[src/rtl/dbuf_uart_tx_pkg.sv]
package dbuf_uart_tx_pkg;

  // Strobes from the control path to the datapath, one cycle wide
  typedef struct packed {
    logic holdWr;  // capture wrData into the holding register
    logic shLoad;  // move held data into the shifter, drive start bit
    logic shAdv;   // drive next data bit, shift right
    logic shStop;  // drive the line high (stop bit or idle)
  } txStrobe_t;

endpackage

[src/rtl/dbuf_uart_tx_ctrl.sv]
module dbuf_uart_tx_ctrl
  import dbuf_uart_tx_pkg::*;
#(
  parameter int DATA_W = 8
) (
  input  logic                                  clk,
  input  logic                                  rstN,
  input  logic                                  bitTick,
  input  logic                                  wrEn,
  input  logic                                  dblBufEn,
  input  logic                                  extraIrqSel,
  input  logic                                  irqAtStopEnd,
  input  logic                                  irqClr,
  input  logic                                  colClr,
  output txStrobe_t                             strb,
  output logic                                  holdFull,
  output logic                                  shBusy,
  output logic [$clog2(DATA_W+2)-1:0]           bitIdx,
  output logic                                  txIrq,
  output logic                                  wrCollision
);

  localparam int FRAME_LEN = DATA_W + 2;
  localparam int IDX_W     = $clog2(FRAME_LEN);
  localparam logic [IDX_W-1:0] LAST_IDX = IDX_W'(DATA_W);
  localparam logic [IDX_W-1:0] STOP_IDX = IDX_W'(DATA_W + 1);
  localparam int OWED_W    = 2;

  logic [OWED_W-1:0] owedCnt, owedNext;
  logic extraOn, accept, immIrq;
  logic atLastData, atStop, stopStartEv, stopEndEv, stopPoint;
  logic owedIrq, extraIrq, loadNow;

  always_comb begin
    extraOn     = dblBufEn & extraIrqSel;
    accept      = wrEn & ~holdFull & (dblBufEn | ~shBusy);
    immIrq      = accept & dblBufEn & ~shBusy;
    atLastData  = shBusy & (bitIdx == LAST_IDX);
    atStop      = shBusy & (bitIdx == STOP_IDX);
    stopStartEv = bitTick & atLastData;
    stopEndEv   = bitTick & atStop;
    stopPoint   = irqAtStopEnd ? stopEndEv : stopStartEv;
    owedIrq     = stopPoint & (owedCnt != '0);
    extraIrq    = stopPoint & (owedCnt == '0) & extraOn & ~holdFull;
    loadNow     = bitTick & holdFull & (~shBusy | atStop);

    owedNext = owedCnt;
    if (accept & ~immIrq) owedNext = owedNext + OWED_W'(1);
    if (owedIrq)          owedNext = owedNext - OWED_W'(1);

    strb.holdWr = accept;
    strb.shLoad = loadNow;
    strb.shAdv  = bitTick & shBusy & (bitIdx < LAST_IDX);
    strb.shStop = stopStartEv | stopEndEv;
  end

  always_ff @(posedge clk or negedge rstN) begin
    if (!rstN) begin
      shBusy      <= 1'b0;
      bitIdx      <= '0;
      holdFull    <= 1'b0;
      owedCnt     <= '0;
      txIrq       <= 1'b0;
      wrCollision <= 1'b0;
    end else begin
      if (loadNow) begin
        shBusy   <= 1'b1;
        bitIdx   <= '0;
        holdFull <= 1'b0;
      end else begin
        if (stopEndEv) begin
          shBusy <= 1'b0;
          bitIdx <= '0;
        end else if (bitTick & shBusy) begin
          bitIdx <= bitIdx + IDX_W'(1);
        end
        if (accept) holdFull <= 1'b1;
      end
      owedCnt     <= owedNext;
      txIrq       <= (txIrq & ~irqClr) | immIrq | owedIrq | extraIrq;
      wrCollision <= (wrCollision & ~colClr) | (wrEn & ~accept);
    end
  end

endmodule

[src/rtl/dbuf_uart_tx_dp.sv]
module dbuf_uart_tx_dp
  import dbuf_uart_tx_pkg::*;
#(
  parameter int DATA_W = 8
) (
  input  logic              clk,
  input  logic              rstN,
  input  logic [DATA_W-1:0] wrData,
  input  txStrobe_t         strb,
  output logic [DATA_W-1:0] holdData,
  output logic              txLine
);

  logic [DATA_W-1:0] shiftData;

  always_ff @(posedge clk or negedge rstN) begin
    if (!rstN) begin
      holdData  <= '0;
      shiftData <= '0;
      txLine    <= 1'b1;
    end else begin
      if (strb.holdWr) holdData <= wrData;
      if (strb.shLoad) begin
        shiftData <= holdData;
        txLine    <= 1'b0;
      end else if (strb.shAdv) begin
        txLine    <= shiftData[0];
        shiftData <= shiftData >> 1;
      end else if (strb.shStop) begin
        txLine    <= 1'b1;
      end
    end
  end

endmodule

[src/rtl/dbuf_uart_tx.sv]
module dbuf_uart_tx
  import dbuf_uart_tx_pkg::*;
#(
  parameter int DATA_W = 8
) (
  input  logic              clk,
  input  logic              rstN,
  input  logic              bitTick,
  input  logic              wrEn,
  input  logic [DATA_W-1:0] wrData,
  input  logic              dblBufEn,
  input  logic              extraIrqSel,
  input  logic              irqAtStopEnd,
  input  logic              irqClr,
  input  logic              colClr,
  output logic              txLine,
  output logic              txIrq,
  output logic              wrCollision
);

  localparam int IDX_W = $clog2(DATA_W + 2);

  txStrobe_t         strb;
  logic              holdFull;
  logic              shBusy;
  logic [IDX_W-1:0]  bitIdx;
  logic [DATA_W-1:0] holdData;

  dbuf_uart_tx_ctrl #(.DATA_W(DATA_W)) u_ctrl (
    .clk(clk), .rstN(rstN), .bitTick(bitTick), .wrEn(wrEn),
    .dblBufEn(dblBufEn), .extraIrqSel(extraIrqSel), .irqAtStopEnd(irqAtStopEnd),
    .irqClr(irqClr), .colClr(colClr), .strb(strb), .holdFull(holdFull),
    .shBusy(shBusy), .bitIdx(bitIdx), .txIrq(txIrq), .wrCollision(wrCollision)
  );

  dbuf_uart_tx_dp #(.DATA_W(DATA_W)) u_dp (
    .clk(clk), .rstN(rstN), .wrData(wrData), .strb(strb),
    .holdData(holdData), .txLine(txLine)
  );

endmodule

[config.mk]
export PLATFORM = sky130hd
export DESIGN_NAME = dbuf_uart_tx
export DESIGN_NICKNAME = d
export VERILOG_FILES = /design/src/rtl/dbuf_uart_tx_pkg.sv /design/src/rtl/dbuf_uart_tx_ctrl.sv /design/src/rtl/dbuf_uart_tx_dp.sv /design/src/rtl/dbuf_uart_tx.sv
export SDC_FILE = /design/constraint.sdc
export NUM_CORES = 1
export LEC_CHECK = 0
export CORE_MARGIN = 1
export CORE_UTILIZATION = 55
export DETAILED_ROUTE_END_ITERATION = 8
export DONT_BUFFER_PORTS = 1
export GPL_ROUTABILITY_DRIVEN = 0
export MAX_ROUTING_LAYER = met4
export PLACE_DENSITY = 0.84
export SETUP_SLACK_MARGIN = 0.02
export SKIP_LAST_GASP = 1
export SLEW_MARGIN = 20
export SYNTH_ARGS = -nofsm -noshare
export SYNTH_HDL_FRONTEND = slang
export SYNTH_SLANG_ARGS = --single-unit
[constraint.sdc]
create_clock -name clk -period 1.6 [get_ports clk]
set_clock_uncertainty 0.15 [all_clocks]
set_input_delay 0 -clock clk [delete_from_list [all_inputs] [get_ports clk]]
set_output_delay 0 -clock clk [all_outputs]
set_load 0.1 [all_outputs]
==> results of run 1 <==
-- cells in the mapped netlist (all sizes together) --
| cell | instances |
|---|---|
| dfrtp | 26 |
| nand2 | 17 |
| o21ai | 12 |
| mux2i | 9 |
| mux2 | 8 |
| nor2 | 8 |
| inv | 6 |
| ha | 4 |
| nor2b | 4 |
| buf | 3 |
| nand2b | 3 |
| xor2 | 3 |
| a21oi | 2 |
| nand3b | 2 |
| nand4 | 2 |
| nor3 | 2 |
| a221o | 1 |
| a22oi | 1 |
| and2 | 1 |
| and3b | 1 |
| dfstp | 1 |
| nand3 | 1 |
| nor4 | 1 |
| o21a | 1 |
| o22ai | 1 |
| o31a | 1 |
| o31ai | 1 |
| or4 | 1 |
| xnor2 | 1 |
-- power by group through the flow --
stage / sequential [mW] / clock [mW] / combinational (mW)
CTS: 1.16 / 0.321 / 1.17
global route: 1.22 / 0.333 / 1.48
floorplan: 1.31 / 0 / 0.639
finish: 1.18 / 0.317 / 1.36
global placement: 1.16 / 0 / 0.980
detailed placement: 1.18 / 0 / 1.03
-- cells by family after synthesis --
logic type | count (synthesis)
flops | 27
xor+xnor | 4
fa+ha+maj | 4
mux | 17
buf+inv | 9
simple gates | 43
compound gates | 20
-- how the worst max path moves through the flow --
| stage | start | to | depth (start not counted) |
|---|---|---|---|
| 2_1_floorplan | u_ctrl.holdFull | u_ctrl.owedCnt[0] | 4 |
| 3_3_place_gp | u_ctrl.bitIdx[1] | u_ctrl.owedCnt[1] | 6 |
| 3_5_place_dp | u_ctrl.bitIdx[1] | u_ctrl.owedCnt[1] | 6 |
| 4_1_cts | u_ctrl.holdFull | u_ctrl.owedCnt[0] | 4 |
| 5_1_grt | u_ctrl.holdFull | u_dp.shiftData[4] | 7 |
| 6_report | u_ctrl.holdFull | u_dp.shiftData[4] | 7 |
-- metal layers --
layer	vias to the layer above	track usage [%]	wire, um
met5	-	-	0
met4	0	11.1	55
met3	7	2.68	130
met2	40	40.8	1620
met1	539	28.0	1340
li1	501	-	-
-- stage by stage --
stage                     utilization, %  cell area, um^2  TNS (ns)  cells
after floorplan                        -             1330   -0.0323    124
after global placement              63.9             1440         0    160
after detailed placement            63.9             1440   -0.0840    160
after CTS                           75.4             1700   -0.0121    185
after global routing                80.7             1820    -0.706    188
final                               80.7             1820    -0.173    188
-- final cells by class --
class / count / area, um^2 / area share, %
Multi-Input combinational cell: 88 / 693 / 38.1
Clock inverter: 1 / 7.51 / 0.413
Clock buffer: 3 / 22.5 / 1.24
Sequential cell: 27 / 677 / 37.2
Inverter: 6 / 22.5 / 1.24
Tap cell: 28 / 35.0 / 1.93
Timing Repair Buffer: 35 / 362 / 19.9
-- state kept, by name (all words and copies together), names as in the netlist --
| name | count |
|---|---|
| u_ctrl.shBusy | 1 |
| u_dp.txLine | 1 |
| u_ctrl.owedCnt | 2 |
| u_ctrl.bitIdx | 4 |
| u_dp.shiftData | 8 |
| u_dp.holdData | 8 |
| u_ctrl.txIrq | 1 |
| u_ctrl.holdFull | 1 |
| u_ctrl.wrCollision | 1 |
-- placed cells by master (no fill, tap or decap), drive strengths merged, types with 4 or more instances in the layout --
master / instances
mux2: 8
dlygate4sd3: 14
nor2b: 4
ha: 4
o21ai: 12
buf: 20
inv: 6
dfrtp: 26
mux2i: 9
clkbuf: 4
nor2: 8
nand2: 17
-- critical path, delay by kind of cell (launching register included) --
kind | cells | cell delay (ns)
buf+inv | 3 | 0.43
compound gates | 3 | 0.47
simple gates | 1 | 0.13
flops | 1 | 0.42
-- timing repair --
item                                    4_1_cts  5_1_grt
resized for setup                             3       22
setup buffers                                 5        0
cloned                                        0        3
hold endpoints to repair                     54        5
pin swaps                                     0        3
endpoints found under the setup margin        7       22
==> metrics, run 1 <==
outcome=complete, but fails checks; failing checks=negative hold slack, negative setup slack; mux cell area share after synthesis=13.6%; VDD IR max=1.18 mV; Mapped Cells=124; end of the worst register-to-register path=u_dp.shiftData[4]; WHS Endpoint=u_ctrl.wrCollision; largest net degree at the start of global routing=27; Pint=1.74 mW; post-synthesis simple-gate area fraction=16.9%; DR vias=1,087; Worst Tran Pin Value=0.374 ns; Max Slew Vio Count=0; Total Power=2.86 mW; Hold Violations, Final=8; RSZ-0062 raised after global routing=true; Layout Area Growth over Synthesis=36.9%; switching share of total power=39.2%; first-pass GRT wire length=4360 um; Sink Count=27; Psw=1.12 mW; antenna fix cells=0; fin crit share=107%; crit end category=flip-flop; initial core utilization=58.9%; die width=51.2 um; hold crit path type=in -> reg; number of global-route vias before repair=994; DRC=0; top cell type's share of synthesized area=49.0%; Adder-Cell Fraction of Synth Area=3.77%; Slew headroom=75.0%; max cap viols=0; Post-CTS Hold Buffers=16; cts bufs inserted=3; 1st-pass router iterations=4; setup slack, reg-to-reg=-0.11 ns; die area=2620 um^2; Worst Slack Setup Final=-0.106 ns; Worst EP required=1.69 ns; FILL cells=138; #FFs+latches synth=27; CP cell instances=buf_4, buf_4, nand2_1, a21oi_4, buf_6, a22oi_1, o21ai_1; grt total ovfl=0; clk slew on worst S/H paths=0.16 ns; largest family of logic cells by synthesized area=simple AND/OR/NAND/NOR gates; # port buffers=0; Detail Route Antenna Nets=0; # setup viols final=3; logic gate share of total power=47.6%; worst hold stages=2; H-tree levels=1; Top Ports=20; worst-case reg-to-reg path depth=7; Synth warnings=0; Via density=5.78; Final nets=182; All-Layer GR Usage=23.9%; Syn Area/Cell=10.7 um^2; initial antenna violation count=0; DR WL/cell=16.7 um; DP HPWL=1740 um; Worst R2R Start=u_ctrl.holdFull; Synth area leader=dfrtp_1; syn nets=145; Largest stage delay, worst path=0.42 ns; Post-Synth XOR/XNOR Area=2.64%; pwr dens=1570 nW/um^2; Core Area=2250 um^2; hold wc startpoint=wrEn; post-synthesis cell type count=33; sequential fraction of the synthesis area=50.9%; Worst EP arrival=1.80 ns; CP startpoint kind=flip-flop; Post-Syn Area=1330 um^2; Synth area leaders=dfrtp_1 49%, mux2i_1 6.8%, mux2_2 6.8%; Routed WL=3140 um; Worst Path Class, Setup=reg -> reg; worst-path fanout max=6; root buffer cell=clkbuf_4; fmax=586 MHz; fin crit period=1.71 ns; worst hold margin=-0.345 ns; CTS tree=built; Synth Area in Compound Gates=9.13%; Clk network pwr share=11.1%; Core Rows=17; share of layout cells above drive strength 1=30.0%; Clk Latency, worst-skew pair=0.35 ns; pre-CTS setup slack=-0.0502 ns; Seq pwr share=41.3%; most used cell, CP=buf_4; Initial DRC Count=18; Die Y=51.2 um; Lkg Pwr=0.842 nW; Slowest-stage cell, CP=dfrtp_1; CTS Buffer Depth=2
(Power assumes the default switching activity.)
==> inputs of run 2 (changes only) <==
Settings changed: PLACE_DENSITY 0.84 to 0.81.
==> metrics, run 2 (same netlist as run 1, synthesis figures left out) <==
outcome=complete, but fails checks; failing checks=negative setup slack; DR vias=1,126 (+3.6%); Via density=5.69 (-1.6%); die area=2620 um^2 (unchanged); root buffer cell=clkbuf_4; All-Layer GR Usage=29.2% (+5.4 points); CTS tree=built; Worst Slack Setup Final=-0.0501 ns (+0.0561 ns); first-pass GRT wire length=5220 um (+20%); CTS Buffer Depth=2 (unchanged); logic gate share of total power=50.3% (+2.7 points); Worst Path Class, Setup=reg -> reg; Seq pwr share=39.6% (-1.7 points); max cap viols=0 (unchanged); hold crit path type=in -> reg; worst hold stages=3 (+1); worst-path fanout max=5 (-1); grt total ovfl=0 (unchanged); largest net degree at the start of global routing=27 (unchanged); H-tree levels=1 (unchanged); Detail Route Antenna Nets=0 (unchanged); VDD IR max=1.18 mV (+0.39%); Routed WL=3430 um (+9.1%); # port buffers=0 (unchanged); WHS Endpoint=u_ctrl.txIrq; Top Registers=u_dp.holdData (8), u_dp.shiftData (8), u_ctrl.bitIdx (4); Pint=1.84 mW (+5.8%); fmax=606 MHz (+3.4%); Core Rows=17 (unchanged); switching share of total power=39.7% (+0.58 points); Cells after DPL=166 (+3.8%); fin crit period=1.65 ns (-0.0561 ns); clk slew on worst S/H paths=0.15 ns (about the same); CP startpoint kind=flip-flop; antenna fix cells=0 (unchanged); Clk network pwr share=10.0% (-1.1 points); Core Area=2250 um^2 (unchanged); most frequent cells in the layout=26 x dfrtp_1, 23 x buf_4, 16 x dlygate4sd3_1; DRC=0 (unchanged); Top Ports=20 (unchanged); Max Slew Vio Count=0 (unchanged); # setup viols final=9 (+6); Lkg Pwr=0.869 nW (+3.2%); initial antenna violation count=0 (unchanged); Worst EP arrival=1.74 ns (-0.06 ns); Initial DRC Count=20 (+2); crit end category=flip-flop; hold wc startpoint=dblBufEn; Layout Area Growth over Synthesis=45.0%; Worst Tran Pin Value=0.240 ns (-0.134 ns); fin crit share=103% (-3.5 points); Slew headroom=83.7% (+8.7 points); fin cells=198 (+5.3%); most common cell after layout, fill and taps aside=dfrtp_1; Die Y=51.2 um (unchanged); cts bufs inserted=3 (unchanged); RSZ-0062 raised after global routing=true; DR WL/cell=17.3 um (+3.6%); Worst EP required=1.69 ns (about the same); Final nets=192 (+5.5%); die width=51.2 um (unchanged); Sink Count=27 (unchanged); number of global-route vias before repair=1,166 (+17%); end of the worst register-to-register path=u_ctrl.owedCnt[0]; initial core utilization=58.9% (unchanged); setup slack, reg-to-reg=-0.05 ns (+0.06 ns); Psw=1.22 mW (+8.4%); worst-case reg-to-reg path depth=4 (-3); share of layout cells above drive strength 1=40.6% (+11 points); 1st-pass router iterations=4 (unchanged); area occupied by multi-input gates=727 um^2 (+4.9%); Finished Core Util=85.5% (+4.8 points); register area=677 um^2 (unchanged); pwr dens=1590 nW/um^2 (+0.88%); FILL cells=116 (-16%); Clk Latency, worst-skew pair=0.33 ns (-0.02 ns); Hold Violations, Final=0 (-8); Worst R2R Start=u_ctrl.shBusy; DP HPWL=1870 um (+7.3%)
==> run 2: cell count changes in the layout (fill, tap and decap cells not counted), moves of 2 or more <==
| cell | change |
|---|---|
| mux2_4 | -8 |
| dlygate4sd3_1 | +2 |
| nand2_2 | +4 |
| mux2_2 | +8 |
| nand2_1 | -4 |
| o21ai_0 | -6 |
| mux2i_1 | -2 |
| buf_4 | +10 |
| o21ai_1 | +2 |
| o21ai_2 | +4 |
| ha_4 | +2 |
==> run 2: worst max-delay path, stage by stage (launching register included) <==
cell     delay (ns)
dfrtp_1        0.46
nor2b_2        0.22
or4_4          0.43
and2_4         0.18
xnor2_2        0.12
==> run 2: what timing repair did <==
action,in CTS,in global routing
setup buffers,3,6
hold buffers,17,1
pin swaps,8,5
setup endpoints to repair,14,24
resized for setup,23,15
cloned,1,0
hold endpoints to repair,54,1
==> run 2: stage by stage <==
stage | setup TNS, ns | area [um^2] | setup slack (ns) | total power [mW] | hold slack [ns]
6_report | -0.164 | 1930 | -0.0501 | 3.06 | 0.0353
5_1_grt | -0.750 | 1930 | -0.0997 | 3.25 | 0.0398
4_1_cts | -0.131 | 1810 | -0.0686 | 2.82 | -0.0201
3_5_place_dp | -0.253 | 1500 | -0.0612 | 2.32 | -0.445
3_3_place_gp | 0 | 1500 | 0.0206 | 2.23 | -0.445
2_1_floorplan | -0.0323 | 1330 | -0.0323 | 1.95 | -0.446
==> run 2: worst max-delay path by stage <==
stage	depth (start not counted)	from	endpoint	slack [ns]
2_1_floorplan	4	u_ctrl.holdFull	u_ctrl.owedCnt[0]	-0.03
3_3_place_gp	7	u_ctrl.bitIdx[0]	u_ctrl.owedCnt[1]	0.02
3_5_place_dp	7	u_ctrl.bitIdx[1]	u_ctrl.owedCnt[1]	-0.06
4_1_cts	7	u_ctrl.bitIdx[1]	u_ctrl.owedCnt[1]	-0.07
5_1_grt	4	u_ctrl.shBusy	u_ctrl.owedCnt[0]	-0.1
6_report	4	u_ctrl.shBusy	u_ctrl.owedCnt[0]	-0.05
==> run 2: power groups by stage <==
stage | Sequential [mW] | Combinational [mW] | Clock [mW]
final | 1.21 | 1.54 | 0.306
after global routing | 1.25 | 1.66 | 0.342
after CTS | 1.18 | 1.32 | 0.311
after detailed placement | 1.18 | 1.13 | 0
after global placement | 1.17 | 1.07 | 0
after floorplan | 1.31 | 0.639 | 0
==> run 2: routing by layer <==
layer  track usage (%)  share of wire (%)
met1              29.9                 37
met2              52.9                 55
met3              6.25                4.6
met4              13.4                2.5
met5                 -                  0
==> run 2: area by class of cell <==
type	instances	share of cell area, %
multi-input cells	88	37.7
flip-flops and latches	27	35.1
repair buffers	45	22.6
well taps	28	1.82
clock buffers	3	1.17
inverters	6	1.17
clock inverters	1	0.390
==> inputs of run 3 (changes only) <==
Settings changed: CELL_PAD_IN_SITES_DETAIL_PLACEMENT set to 1, CELL_PAD_IN_SITES_GLOBAL_PLACEMENT set to 1, CORE_UTILIZATION 55 to 43.
==> metrics, run 3 (same netlist as run 1, synthesis figures left out) <==
FILL cells=297 (+160%); Core Rows=19 (+2); worst hold margin=0.0140 ns (-0.0214 ns); number of global-route vias before repair=1,195 (+2.5%); grt total ovfl=0 (unchanged); Lkg Pwr=0.867 nW (-0.24%); crit end category=flip-flop; end of the worst register-to-register path=u_dp.shiftData[2]; # port buffers=0 (unchanged); worst-path fanout max=5 (unchanged); die width=57.6 um (+13%); Sink Count=27 (unchanged); hold wc startpoint=dblBufEn; share of layout cells above drive strength 1=41.3% (+0.73 points); worst hold stages=2 (-1); die area=3320 um^2 (+27%); All-Layer GR Usage=25.4% (-3.8 points); Initial DRC Count=23 (+15%); worst-case reg-to-reg path depth=7 (+3); largest net degree at the start of global routing=27 (unchanged); RSZ-0062 raised after global routing=true; DR vias=1,114 (-1.1%); max cap viols=0 (unchanged); Worst EP arrival=1.84 ns (+0.10 ns); fin crit period=1.71 ns (+0.0647 ns); WHS Endpoint=u_ctrl.txIrq; CTS tree=built; met1 GRT Util=27.7% (-2.3 points); root buffer cell=clkbuf_4; Worst EP required=1.72 ns (+0.03 ns); logic gate share of total power=51.6% (+1.3 points); initial antenna violation count=0 (unchanged); Hold Violations, Final=0 (unchanged); Psw=1.34 mW (+10%); Top Registers=u_dp.holdData (8), u_dp.shiftData (8), u_ctrl.bitIdx (4); Total Power=3.19 mW (+4.2%); cts bufs inserted=3 (unchanged); Max Slew Vio Count=0 (unchanged); hold crit path type=in -> reg; Clk Latency, worst-skew pair=0.35 ns (+0.02 ns); Seq pwr share=38.4% (-1.2 points); Die Y=57.6 um (+13%); clk slew on worst S/H paths=0.16 ns (about the same); CP startpoint kind=flip-flop; # setup viols final=14 (+5); DR WL/cell=20.4 um (+18%); Clk network pwr share=10.0% (about the same); switching share of total power=42.1% (+2.3 points); DP HPWL=2060 um (+11%); H-tree levels=1 (unchanged); CTS Buffer Depth=2 (unchanged); Worst Tran Pin Value=0.389 ns (+0.149 ns); pre-CTS setup slack=-0.118 ns (-0.0567 ns); first-pass GRT wire length=5880 um (+13%); fin crit share=107% (+4.0 points); 1st-pass router iterations=6 (+2); Pint=1.85 mW (+0.18%); outcome=complete, but fails checks; Worst Slack Setup Final=-0.115 ns (-0.0647 ns); Slew headroom=73.9% (-9.8 points); M3 GR Usage=4.08% (-2.2 points); VDD IR max=1.09 mV (-7.8%); Worst Path Class, Setup=reg -> reg; failing checks=design-rule violations, negative setup slack; Top Ports=20 (unchanged); pwr dens=1660 nW/um^2 (+4.4%); Routed WL=4030 um (+18%); antenna fix cells=0 (unchanged); most common cell after layout, fill and taps aside=dfrtp_1; DRC=1 (+1); Finished Core Util=67.4% (-18 points); GR peak layer=met2; Layout Area Growth over Synthesis=44.7%; setup slack, reg-to-reg=-0.11 ns (-0.06 ns); fmax=583 MHz (-3.8%); Detail Route Antenna Nets=0 (unchanged); most frequent cells in the layout=25 x dfrtp_1, 20 x buf_4, 16 x dlygate4sd3_1; Via density=5.63 (-1.1%); M2 GR Usage=48.0% (-4.8 points); Core Area=2850 um^2 (+27%); Final nets=189 (-1.6%); Worst R2R Start=u_ctrl.bitIdx[1]; initial core utilization=46.6% (-12 points)
[run 3: worst max path at each step]
stage	start	to	cells after the start	slack, ns
after detailed placement	u_ctrl.bitIdx[0]	u_ctrl.owedCnt[1]	6	-0.12
after floorplan	u_ctrl.holdFull	u_ctrl.owedCnt[0]	4	-0.03
after global placement	u_ctrl.bitIdx[0]	u_ctrl.owedCnt[1]	6	-0.04
final	u_ctrl.bitIdx[1]	u_dp.shiftData[2]	7	-0.11
after CTS	u_ctrl.holdFull	u_ctrl.owedCnt[0]	4	-0.02
after global routing	u_ctrl.bitIdx[1]	u_dp.shiftData[2]	7	-0.18
[run 3: power by group through the flow]
| stage | clock (mW) | combinational, mW | sequential (mW) |
|---|---|---|---|
| after floorplan | 0 | 0.639 | 1.31 |
| after global placement | 0 | 0.991 | 1.17 |
| after detailed placement | 0 | 1.06 | 1.19 |
| after CTS | 0.317 | 1.37 | 1.18 |
| after global routing | 0.353 | 1.73 | 1.26 |
| final | 0.319 | 1.64 | 1.22 |
[run 3: cell type report]
cell class              count  area (um^2)  area share [%]
well taps                  31         38.8            2.02
inverters                   6         22.5            1.17
flip-flops and latches     27          678            35.3
repair buffers             42          404            21.0
multi-input cells          88          752            39.1
clock inverters             1         5.00           0.260
clock buffers               3         22.5            1.17
[run 3: timing repair]
action | 4_1_cts | 5_1_grt
endpoints found under the setup margin | 15 | 23
pin swaps | 6 | 11
gates cloned | 1 | 0
hold endpoints to repair | 54 | 4
gates resized for setup | 19 | 26
hold buffers | 17 | 1
setup buffers | 7 | 5
[run 3: through the flow]
stage	cells	TNS, ns	instance area [um^2]
global route	198	-2.03	1920
CTS	192	-0.0449	1800
floorplan	124	-0.0323	1330
detailed placement	163	-0.425	1450
finish	198	-1.10	1920
global placement	163	-0.0419	1450
[run 3: critical path, cell delays in order (launching register included)]
cell      delay [ns]
dfrtp_1         0.45
inv_2           0.12
ha_4            0.15
nand3b_1        0.16
a21oi_4         0.30
buf_6           0.17
nand2_1         0.05
o21ai_1         0.08
[run 3: per-layer routing]
metal	vias up	part of all wire (%)
met5	-	0
met4	0	2.5
met3	8	3.3
met2	29	53
met1	565	41
li1	512	-
